[config.mk]
export PLATFORM = sky130hd
export DESIGN_NAME = err_logger
export DESIGN_NICKNAME = d
export VERILOG_FILES = /design/src/rtl/err_log_pkg.sv /design/src/rtl/leaf_err_log.sv /design/src/rtl/bus_err_log.sv /design/src/rtl/irq_cfg_reg.sv /design/src/rtl/irq_arb.sv /design/src/rtl/err_logger.sv
export SDC_FILE = /design/constraint.sdc
export NUM_CORES = 1
export LEC_CHECK = 0
export BUFFER_PORTS_ARGS = -buffer_cell sky130_fd_sc_hd__buf_4
export CAP_MARGIN = 15
export CORE_UTILIZATION = 50
export CTS_CLUSTER_DIAMETER = 150
export DETAILED_ROUTE_END_ITERATION = 8
export PLACE_DENSITY = 0.86
export SYNTH_ARGS = -nofsm -noshare
export SYNTH_HDL_FRONTEND = slang
export SYNTH_SLANG_ARGS = --single-unit
[constraint.sdc]
create_clock -name clk_i -period 6.2 [get_ports clk_i]
set_clock_uncertainty 0.05 [all_clocks]
set_input_delay 0.31 -clock clk_i [delete_from_list [all_inputs] [get_ports clk_i]]
set_output_delay 0.31 -clock clk_i [all_outputs]
set_load 0.02 [all_outputs]
[src/rtl/err_log_pkg.sv]
package err_log_pkg;
  localparam int PRIO_W   = 8;
  localparam int DEST_W   = 7;
  localparam int IC_W     = PRIO_W + DEST_W + 2;
  localparam int IC_EN    = IC_W - 1;
  localparam int IC_PLSB  = DEST_W + 1;
  localparam int IC_GAP   = DEST_W;
  localparam int ST_W     = 4;
  localparam int ST_MULT  = 3;
  localparam int BUS_W    = 4;
  localparam int BUS_SADR = 3;

  typedef enum logic [1:0] {
    EK_PWR_UNC = 2'd0,
    EK_RD_UNC  = 2'd1,
    EK_RD_SGL  = 2'd2,
    EK_RSVD    = 2'd3
  } err_kind_e;

  function automatic logic kind_irqs(err_kind_e k);
    return (k == EK_PWR_UNC) || (k == EK_RD_SGL);
  endfunction
endpackage

[src/rtl/leaf_err_log.sv]
module leaf_err_log
  import err_log_pkg::*;
#(
  parameter int ADDR_W = 40,
  parameter int SYND_W = 16
) (
  input  logic              clk_i,
  input  logic              rst_ni,
  input  logic              evt_i,
  input  err_kind_e         kind_i,
  input  logic [ADDR_W-1:0] addr_i,
  input  logic [SYND_W-1:0] synd_i,
  input  logic              clr_i,
  output logic [ST_W-1:0]   status_o,
  output logic [ADDR_W-1:0] addr_o,
  output logic [SYND_W-1:0] synd_o,
  output logic              synd_valid_o,
  output logic              irq_req_o
);
  logic [ST_W-1:0] st_q, st_base, st_d;
  logic            acc;

  assign acc = evt_i && (kind_i != EK_RSVD);

  always_comb begin
    st_base = clr_i ? '0 : st_q;
    st_d    = st_base;
    if (acc) begin
      st_d[kind_i] = 1'b1;
      if (|st_base[ST_MULT-1:0]) st_d[ST_MULT] = 1'b1;
    end
  end

  always_ff @(posedge clk_i or negedge rst_ni) begin
    if (!rst_ni) begin
      st_q   <= '0;
      addr_o <= '0;
      synd_o <= '0;
    end else begin
      st_q <= st_d;
      if (acc) begin
        addr_o <= addr_i;
        synd_o <= synd_i;
      end
    end
  end

  assign status_o     = st_q;
  assign synd_valid_o = ($countones(st_q) == 1);
  assign irq_req_o    = evt_i && kind_irqs(kind_i);
endmodule

[src/rtl/bus_err_log.sv]
module bus_err_log
  import err_log_pkg::*;
(
  input  logic             clk_i,
  input  logic             rst_ni,
  input  logic [BUS_W-1:0] evt_i,
  input  logic             clr_i,
  output logic [BUS_W-1:0] status_o,
  output logic             irq_req_o
);
  always_ff @(posedge clk_i or negedge rst_ni) begin
    if (!rst_ni) status_o <= '0;
    else         status_o <= (clr_i ? '0 : status_o) | evt_i;
  end

  // only the sender-side address error interrupts
  assign irq_req_o = evt_i[BUS_SADR];
endmodule

[src/rtl/irq_cfg_reg.sv]
module irq_cfg_reg
  import err_log_pkg::*;
#(
  parameter logic [IC_W-1:0] RST_VAL = '0
) (
  input  logic            clk_i,
  input  logic            rst_ni,
  input  logic            wr_i,
  input  logic [IC_W-1:0] wdata_i,
  output logic [IC_W-1:0] q_o
);
  localparam logic [IC_W-1:0] KEEP = ~(IC_W'(1) << IC_GAP);

  always_ff @(posedge clk_i or negedge rst_ni) begin
    if (!rst_ni)   q_o <= RST_VAL & KEEP;
    else if (wr_i) q_o <= wdata_i & KEEP;
  end
endmodule

[src/rtl/irq_arb.sv]
module irq_arb
  import err_log_pkg::*;
#(
  parameter int NSRC = 2
) (
  input  logic                         clk_i,
  input  logic                         rst_ni,
  input  logic [NSRC-1:0]              req_i,
  input  logic [NSRC-1:0][PRIO_W-1:0]  prio_i,
  input  logic [NSRC-1:0][DEST_W-1:0]  dest_i,
  output logic                         irq_o,
  output logic [PRIO_W-1:0]            prio_o,
  output logic [DEST_W-1:0]            dest_o
);
  localparam int IDX_W = (NSRC > 1) ? $clog2(NSRC) : 1;

  logic [NSRC-1:0]   pend_q, want, grant;
  logic [IDX_W-1:0]  win;
  logic              any;

  assign want = pend_q | req_i;

  // lowest index wins ties: only a strictly higher priority displaces it
  always_comb begin
    win = '0;
    any = 1'b0;
    for (int i = 0; i < NSRC; i++) begin
      if (want[i] && (!any || prio_i[i] > prio_i[win])) begin
        win = IDX_W'(i);
        any = 1'b1;
      end
    end
    grant = '0;
    if (any) grant[win] = 1'b1;
  end

  always_ff @(posedge clk_i or negedge rst_ni) begin
    if (!rst_ni) begin
      pend_q <= '0;
      irq_o  <= 1'b0;
      prio_o <= '0;
      dest_o <= '0;
    end else begin
      pend_q <= want & ~grant;
      irq_o  <= any;
      if (any) begin
        prio_o <= prio_i[win];
        dest_o <= dest_i[win];
      end
    end
  end
endmodule

[src/rtl/err_logger.sv]
module err_logger
  import err_log_pkg::*;
#(
  parameter int              ADDR_W     = 40,
  parameter int              SYND_W     = 16,
  parameter logic [IC_W-1:0] MEM_IC_RST = 17'h13322,
  parameter logic [IC_W-1:0] BUS_IC_RST = 17'h13422
) (
  input  logic              clk_i,
  input  logic              rst_ni,
  input  logic              mem_evt_i,
  input  logic [1:0]        mem_kind_i,
  input  logic [ADDR_W-1:0] mem_addr_i,
  input  logic [SYND_W-1:0] mem_synd_i,
  input  logic              lst_clr_i,
  input  logic [BUS_W-1:0]  bus_evt_i,
  input  logic              bus_clr_i,
  input  logic              cfg_wr_i,
  input  logic              cfg_sel_i,
  input  logic [IC_W-1:0]   cfg_wdata_i,
  output logic [ST_W-1:0]   leaf_status_o,
  output logic              synd_valid_o,
  output logic [SYND_W-1:0] err_synd_o,
  output logic [ADDR_W-33:0] err_addr_hi_o,
  output logic [31:0]       err_addr_lo_o,
  output logic [BUS_W-1:0]  bus_status_o,
  output logic [IC_W-1:0]   mem_icfg_o,
  output logic [IC_W-1:0]   bus_icfg_o,
  output logic              irq_o,
  output logic [PRIO_W-1:0] irq_prio_o,
  output logic [DEST_W-1:0] irq_dest_o
);
  localparam int NSRC = 2;
  localparam logic [NSRC-1:0][IC_W-1:0] IC_RST = {BUS_IC_RST, MEM_IC_RST};

  logic [ADDR_W-1:0]             addr_cap;
  logic                          mem_req, bus_req;
  logic [NSRC-1:0]               raw_req, req;
  logic [NSRC-1:0][IC_W-1:0]     icfg;
  logic [NSRC-1:0][PRIO_W-1:0]   prio;
  logic [NSRC-1:0][DEST_W-1:0]   dest;

  leaf_err_log #(.ADDR_W(ADDR_W), .SYND_W(SYND_W)) u_leaf (
    .clk_i, .rst_ni,
    .evt_i        (mem_evt_i),
    .kind_i       (err_kind_e'(mem_kind_i)),
    .addr_i       (mem_addr_i),
    .synd_i       (mem_synd_i),
    .clr_i        (lst_clr_i),
    .status_o     (leaf_status_o),
    .addr_o       (addr_cap),
    .synd_o       (err_synd_o),
    .synd_valid_o (synd_valid_o),
    .irq_req_o    (mem_req)
  );

  bus_err_log u_bus (
    .clk_i, .rst_ni,
    .evt_i     (bus_evt_i),
    .clr_i     (bus_clr_i),
    .status_o  (bus_status_o),
    .irq_req_o (bus_req)
  );

  assign raw_req = {bus_req, mem_req};

  for (genvar s = 0; s < NSRC; s++) begin : g_src
    irq_cfg_reg #(.RST_VAL(IC_RST[s])) u_icfg (
      .clk_i, .rst_ni,
      .wr_i    (cfg_wr_i && (cfg_sel_i == s[0])),
      .wdata_i (cfg_wdata_i),
      .q_o     (icfg[s])
    );
    assign req[s]  = raw_req[s] && icfg[s][IC_EN];
    assign prio[s] = icfg[s][IC_EN-1:IC_PLSB];
    assign dest[s] = icfg[s][DEST_W-1:0];
  end

  irq_arb #(.NSRC(NSRC)) u_arb (
    .clk_i, .rst_ni,
    .req_i  (req),
    .prio_i (prio),
    .dest_i (dest),
    .irq_o  (irq_o),
    .prio_o (irq_prio_o),
    .dest_o (irq_dest_o)
  );

  assign err_addr_hi_o = addr_cap[ADDR_W-1:32];
  assign err_addr_lo_o = addr_cap[31:0];
  assign mem_icfg_o    = icfg[0];
  assign bus_icfg_o    = icfg[1];
endmodule

# Word-level counts from Yosys, hierarchy flattened
# Index checks and enable logic that the tools add are counted.
# classes
n_shift	0
div	0
n_addsub	3
multipliers	0
reduce_logical	14
n_eq_ne	3
mux	16
n_lt_le_gt_ge	5
n_bitwise	6
# ops
cell	n
adder 32 bit	1
equality test 32 x 2 -> 1 bit, second input constant	1
two-way mux 8 bit	2
two-way mux 7 bit	2
two-way mux 4 bit	3
logical AND 1 bit	9
greater-than comparator 8 bit	1
OR 4 bit	2
two-way mux 1 bit	6
adder 1 x 1 -> 2 bit	2
less-than comparator 2 x 3 -> 1 bit, second input constant	1
OR reduction 3 bit	1
bitwise AND 2 bit	1
demux 1 bit (select 2 bit)	1
equality test 2 bit, second input constant	1
greater-or-equal comparator 2 x 1 -> 1 bit, second input constant	1
zero test 2 bit	1
logical OR 1 bit	2
less-than comparator 1 x 2 -> 1 bit, second input constant	1
two-way mux 2 bit	1
!= test 2 bit, second input constant	1
NOT 2 bit	1
OR 2 bit	1
demux 1 bit (select 1 bit)	1
other kinds (3)	3
# word_totals
elab_cells	57
mem_bits_ro	0
reg_bits	114
inputBits	86
mem_count	0
ramBits	0
latch_bits	0
out_inout_bits	115

# Depth between registers and ports, before layout
# Gate-level depths: netlist (run 1).
# logic_depth
word_depth	17
mapped_depth	9
mapped_depth_nobuf	7

# Modules after synthesis
# Synthesis (run 1) repeated with hierarchy kept, for this count alone.
# unflattened
hier_cells	318
hier_area_um2	5014.8
# by_module_without_submodules
mod	seq_area_each_um2	area_each_um2	cells_each	n_inst
leaf_err_log	1501.4	2468.6	140	1
irq_arb	450.4	1038.5	92	1
irq_cfg_reg (g_src[0].u_icfg)	409.1	669.4	36	1
irq_cfg_reg (g_src[1].u_icfg)	407.9	668.1	36	1
bus_err_log	100.1	141.4	10	1
err_logger	0.0	28.8	4	1

# Least setup slack after synthesis (run 1)
# Ideal clock, no wire load.
# synth_path
path_type	reg2out
from	register u_leaf.st_q[2] (netlist: u_leaf.status_o[2])
to	output port synd_valid_o
required_ns	5.840
path_slack_ns	3.901
path_stages_with_launch	5
t_arrival_ns	1.939
path_buffers	0
path_cell_list	dfrtp_1 > ha_1 > ha_1 > fa_1 > nor3b_1
# synth_via
elab_chain_len	3
# synth_lines
element	line	source
from (decl)	leaf_err_log.sv:20	logic [ST_W-1:0] st_q, st_base, st_d;
from (signal assigned)	leaf_err_log.sv:40	st_q <= st_d;
adder 1 x 1 -> 2 bit (not written as such)	leaf_err_log.sv:49	assign synd_valid_o = ($countones(st_q) == 1);
adder 32 bit (not written as such)	leaf_err_log.sv:49	
equality test 32 x 2 -> 1 bit	leaf_err_log.sv:49	
to (decl)	err_logger.sv:22	output logic synd_valid_o,
# Every way passes these cells.

# Final worst setup path (run 1)
# layout_path
from	register u_leaf.st_q[3] (netlist: u_leaf.status_o[3])
to	output port synd_valid_o
# The elaborated chain is that of the path after synthesis.

==> results of run 1 <==
## cells by family after synthesis
| kind of cell | after synthesis | share of synthesized area [%] |
|---|---|---|
| DFF | 114 | 60.79 |
| muxes | 81 | 19.33 |
| AOI/OAI and AO/OA | 57 | 10.15 |
| buffers and inverters | 30 | 3.261 |
| and+or+nand+nor | 30 | 3.049 |
| adders and majority gates | 12 | 3.340 |
| other | 1 | 0.07946 |
## metal layers
metal	global-route usage [%]	share of wire, %	up-vias
met1	34.10	38	1957
met3	9.065	7.0	35
met2	53.47	52	170
li1	-	-	1740
met5	0	0	-
met4	11.09	2.4	0
## what timing repair did
item,CTS,global route
hold buffers,76,1
buffers inserted,0,0
hold endpoints to repair,116,1
## critical path, cell delays in order (launching register included)
cell and delay (ps):
dfrtp_1 410, ha_1 300, ha_1 230, fa_1 450
nor3b_1 240, buf_4 190
## Yosys cell counts (5+ instances only)
| library cell | n | share of area, % |
|---|---|---|
| a21oi_1 | 5 | 0.53 |
| nand2_1 | 12 | 0.95 |
| a2bb2oi_2 | 9 | 2.9 |
| inv_1 | 14 | 1.1 |
| ha_1 | 11 | 2.9 |
| buf_2 | 8 | 0.85 |
| o22ai_1 | 13 | 1.7 |
| mux2_2 | 81 | 19 |
| dfstp_2 | 13 | 7.2 |
| o21ai_0 | 8 | 0.85 |
| nor2_1 | 7 | 0.56 |
| dfrtp_1 | 101 | 54 |
| a2bb2oi_1 | 6 | 1.1 |
## power groups by stage
stage	logic (uW)	clock network [uW]	registers (uW)
after detailed placement	715	0	981
after floorplan	246	0	1130
final	772	1030	979
after CTS	760	1040	973
after global placement	703	0	972
after global routing	814	1080	994
## registers in the layout (all words and copies together) (netlist names)
register,flops
g_src.u_icfg.q_o,32
u_leaf.synd_o,16
u_bus.status_o,4
u_arb.prio_o,8
u_arb.pend_q,2
u_leaf.addr_o,40
u_arb.irq_o,1
u_arb.dest_o,7
u_leaf.status_o,4
## metrics by stage
stage                     std cells  cell area [sq um]
final                           731               7699
after global routing            731               7699
after CTS                       729               7661
after detailed placement        621               6276
after global placement          621               6276
after floorplan                 326               4723
## worst min path at each step
stage,from,to,slack [ps],cells after the start
3_3_place_gp,rst_ni,g_src[0].u_icfg.q_o[2],190,1
5_1_grt,mem_addr_i[0],u_leaf.addr_o[0],2,2
6_report,mem_addr_i[0],u_leaf.addr_o[0],10,2
2_1_floorplan,rst_ni,g_src[0].u_icfg.q_o[0],-40,0
4_1_cts,mem_addr_i[14],u_leaf.addr_o[14],0.2,2
3_5_place_dp,rst_ni,g_src[0].u_icfg.q_o[2],200,1
## layout make-up
type | count | area [sq um] | area share [%]
clock buffers | 22 | 442.9 | 5.753
well taps | 111 | 138.9 | 1.804
repair buffers | 278 | 2300 | 29.87
clock inverters | 10 | 181.4 | 2.357
multi-input cells | 182 | 1714 | 22.27
inverters | 14 | 52.55 | 0.6826
flip-flops and latches | 114 | 2869 | 37.27
==> impl_metrics.py, run 1 <==
metrics = {
    "placed_design": {
        "gp_congestion": 0.7666,
        "dpl.hpwl_microns": 7971,
        "port_buffers": 197,
        "place_ws_ps": 3895,
    },
    "cells_and_area": {
        "diodes": 0,
        "final_nets": 705,
        "syn_to_final_growth_pct": 63.12,
        "fillers": 468,
        "final_common_cell": "buf_4",
        "utilization_pct": 83.71,
        "drive_gt1_share_pct": 54.68,
        "final_cell_mix": "buf_4 (200), dfrtp_1 (101), mux2_2 (81)",
    },
    "route": {
        "antenna_left": 0,
        "viasPerCell": 5.338,
        "drt-initial-drc-count": 113,
        "via_count": 3902,
        "routed_wirelength_microns": 14210,
        "routedWlPerCell_microns": 19.44,
        "dr.pass1.iters": 5,
        "drc": 0,
    },
    "floorplanning": {
        "fp.dieW_microns": 99.16,
        "die_area_sq_um": 9832,
        "rows": 35,
        "dieHeight_microns": 99.16,
        "start_util_pct": 51.32,
        "core_sq_um": 9196,
        "ios": 201,
    },
    "timing": {
        "setup-violations-final": 0,
        "fin_crit_sh_pct": 43.05,
        "slew_violations": 0,
        "worst-slew-pin-transition_ps": 1009,
        "fmax_mhz": 374.7,
        "worst_slack_ps": 3531,
        "finalSetupTns_ps": 0,
        "min_period_ps": 2669,
        "rsz0062_at_grt": "false",
        "hold_ws_ps": 14.69,
        "max_slew_margin_pct": 32.42,
        "final_hold_viol_count": 0,
    },
    "power": {
        "p_int_uw": 1966,
        "ir_worst_vdd_uv": 259.6,
        "seq_power_share_pct": 35.2,
        "finalPower_uw": 2784,
        "power_density_nw_per_um2": 361.7,
        "clkPwrFrac_pct": 37.1,
        "p_sw_uw": 818.4,
        "combPwrFrac_pct": 27.7,
        "p_leak_uw": 0.003607,
        "swShare_pct": 29.39,
    },
    "critical_path": {
        "required_ps": 5840,
        "path_max_fanout": 3,
        "reg2reg_to": "u_arb.dest_o[1]",
        "end_kind": "output pin",
        "r2r_cells": 7,
        "critPathKind": "reg -> out",
        "r2r_setup_slack_ps": 3830,
        "r2r-start": "g_src[0].u_icfg.q_o[9]",
        "arrival_ps": 2310,
        "cp-start-kind": "flop",
        "cp-startpoint": "u_leaf.status_o[3]",
        "cp-endpoint": "synd_valid_o",
    },
    "yosys": {
        "synth_edf_count": 0,
        "synthArstFlopShare_pct": 100.0,
        "avgSynthCellArea_sq_um": 14.52,
        "seq_area_frac_synth_pct": 60.79,
        "netlist_instances": 325,
        "syn_area_sq_um": 4720,
        "ys_ff_latch": 114,
        "yosys_warnings": 0,
        "synth.distinct_cells": 36,
        "synthFlopType": "dfrtp_1",
    },
    "worst_hold_path": {
        "worst_hold_path_type": "in -> reg",
    },
    "global_routing": {
        "grt_max_degree": 87,
        "antenna_found_initial": 0,
        "grtUsageTotal_pct": 29.98,
        "grt_pass1_vias": 4136,
        "grt_pass1_wl_microns": 22160,
        "grt-ovfl-total": 0,
    },
    "clock_network": {
        "worst_skew_pair.late_latency_ps": 500,
        "htree_levels": 4,
        "cts_tree": "done",
        "cts_inserted_buffers": 17,
        "ctsResizeCount": 0,
        "cts.sinks": 114,
        "cts_root_buf": "clkbuf_8",
        "clk_path_buf_depth": 2,
        "clk_pin_slew_ps": 50,
    },
    "flow_run": {
        "drv_cap": 0,
    },
    "run_status": {
        "outcome": "complete, no violations",
    },
}
(Power assumes the default switching activity.)
==> inputs of run 2 (changes only) <==
--- a/config.mk
+++ b/config.mk
@@ -7,10 +7,10 @@
 export LEC_CHECK = 0
 export BUFFER_PORTS_ARGS = -buffer_cell sky130_fd_sc_hd__buf_4
 export CAP_MARGIN = 15
-export CORE_UTILIZATION = 50
+export CORE_UTILIZATION = 48
 export CTS_CLUSTER_DIAMETER = 150
 export DETAILED_ROUTE_END_ITERATION = 8
-export PLACE_DENSITY = 0.86
+export PLACE_DENSITY = 0.83
 export SYNTH_ARGS = -nofsm -noshare
 export SYNTH_HDL_FRONTEND = slang
 export SYNTH_SLANG_ARGS = --single-unit
==> constraint.sdc (replaced) <==
create_clock -name clk_i -period 2.7 [get_ports clk_i]
set_clock_uncertainty 0.05 [all_clocks]
set_input_delay 0.135 -clock clk_i [delete_from_list [all_inputs] [get_ports clk_i]]
set_output_delay 0.135 -clock clk_i [all_outputs]
set_load 0.02 [all_outputs]
==> run 2 against run 1 <==
  * Non-clock buffer count increased by 11
  * Clock-buffer cell count is 3 lower
  * Global-route usage grew 0.86 points
  * Via count grew 2.1%
  * Core utilization increased by 0.49 points
  * Cell area is 2.5% higher
  * Routed wire length increased by 7.5%
  * Setup slack worse by 3300 ps
  * Worst hold slack got worse by 0.51 ps
  * Critical path depth did not move
  * Clock power rose to 2.6 times the previous value
  * Die area up 4.1%
  * Critical path type unchanged
==> impl_metrics.py, run 2 (synthesis gave the netlist of run 1 again) <==
metrics = {
    "cells_and_area": {
        "fillers": 486,
        "largest_reg_flops": 40,
        "final_nets": 716,
        "final_cell_mix": "buf_4 (201), dfrtp_1 (101), dlygate4sd3_1 (87)",
        "drive_gt1_share_pct": 54.52,
        "final_common_cell": "buf_4",
        "top_regs": "u_leaf.addr_o x40, g_src.u_icfg.q_o x32, u_leaf.synd_o x16",
        "diodes": 0,
        "syn_to_final_growth_pct": 67.21,
        "largest_register": "u_leaf.addr_o",
    },
    "route": {
        "drt-initial-drc-count": 100,
        "viasPerCell": 5.243,
        "routed_wirelength_microns": 15290,
        "drc": 0,
        "antenna_left": 0,
        "via_count": 3985,
        "routedWlPerCell_microns": 20.11,
        "dr.pass1.iters": 5,
    },
    "placed_design": {
        "port_buffers": 197,
        "dpl.hpwl_microns": 8464,
        "gp_congestion": 0.7965,
    },
    "worst_hold_path": {
        "worst_hold_path_type": "in -> reg",
    },
    "critical_path": {
        "cp-start-kind": "flop",
        "critPathKind": "reg -> out",
        "end_kind": "output pin",
        "required_ps": 2520,
        "path_max_fanout": 3,
        "arrival_ps": 2310,
    },
    "global_routing": {
        "grt-ovfl-total": 0,
        "grt_pass1_vias": 4394,
        "grtUsageTotal_pct": 30.83,
        "grt_max_degree": 65,
        "grt_pass1_wl_microns": 23380,
        "antenna_found_initial": 0,
    },
    "timing": {
        "finalSetupTns_ps": 0,
        "rsz0062_at_grt": "false",
        "min_period_ps": 2498,
        "setup-violations-final": 0,
        "slew_violations": 0,
        "max_slew_margin_pct": 44.44,
        "worst-slew-pin-transition_ps": 831.4,
        "fmax_mhz": 400.3,
        "final_hold_viol_count": 0,
        "fin_crit_sh_pct": 92.53,
        "hold_ws_ps": 14.18,
    },
    "clock_network": {
        "clk_path_buf_depth": 2,
        "cts_root_buf": "clkbuf_8",
        "postCtsSetupBuffers": 0,
        "worst_skew_pair.late_latency_ps": 510,
        "cts_tree": "done",
        "cts_inserted_buffers": 17,
        "htree_levels": 4,
        "clk_pin_slew_ps": 50,
        "cts.sinks": 114,
    },
    "power": {
        "p_leak_uw": 0.003680,
        "ir_worst_vdd_uv": 617.4,
        "finalPower_uw": 6702,
        "power_density_nw_per_um2": 849.3,
    },
    "floorplanning": {
        "fp.dieW_microns": 101.2,
        "rows": 35,
        "core_sq_um": 9371,
        "die_area_sq_um": 10230,
        "ios": 201,
        "start_util_pct": 50.36,
        "dieHeight_microns": 101.2,
    },
    "flow_run": {
        "drv_cap": 0,
    },
    "run_status": {
        "outcome": "complete, no violations",
    },
}
## run 2: worst max-delay path, stage by stage (launching register included)
cell     delay [ps]
dfrtp_1         410
ha_1            340
ha_1            220
fa_1            440
nor3b_1         230
buf_4           190
## run 2: final cells by class
type                       count  area, sq um  area share [%]
multi-input combinational    182         1714           21.72
clock buffer                  19        441.7           5.597
clock inverter                13        252.7           3.203
inverter                      14        52.55          0.6659
tap                          129        161.4           2.045
timing repair buffer         289         2400           30.41
sequential                   114         2869           36.36
## run 2: report_power, final
part	internal, uW	switching, uW
sequential	2020	228
combinational	891	915
clock	1830	814
## run 2: repair_timing
item,CTS,global route
gates resized for setup,0,0
hold buffers,87,0
endpoints found under the hold margin,146,0
## run 2: layer usage
| layer | global-route usage (%) | routed length [microns] | share of wire [%] | vias up |
|---|---|---|---|---|
| met5 | 0 | 0 | 0 | - |
| met4 | 13.27 | 349 | 2.3 | 0 |
| met3 | 9.317 | 1203 | 7.9 | 35 |
| met2 | 55.00 | 8018 | 52 | 182 |
| met1 | 34.15 | 5714 | 37 | 2004 |
| li1 | - | - | - | 1764 |
## run 2: per-stage QoR
stage | setup slack [ps] | util (%) | area (sq um) | instances
2_1_floorplan | 473.7 | - | 4723 | 326
3_3_place_gp | 453.0 | 67.50 | 6326 | 641
3_5_place_dp | 382.9 | 67.50 | 6326 | 641
4_1_cts | 216.6 | 84.21 | 7891 | 760
5_1_grt | 129.0 | 84.21 | 7891 | 760
6_report | 201.7 | 84.21 | 7891 | 760
## run 2: final timing paths
check,startpoint,endpoint,slack (ps),depth (start not counted)
min in group asynchronous,rst_ni,u_arb.dest_o[4],170,2
min reg2reg,u_leaf.addr_o[15],u_leaf.addr_o[15],460,1
max,u_leaf.status_o[2],synd_valid_o,200,5
min,cfg_sel_i,g_src[0].u_icfg.q_o[12],10,4
max in group asynchronous,rst_ni,g_src[0].u_icfg.q_o[12],1600,3
max reg2reg,g_src[0].u_icfg.q_o[9],u_arb.dest_o[0],300,7
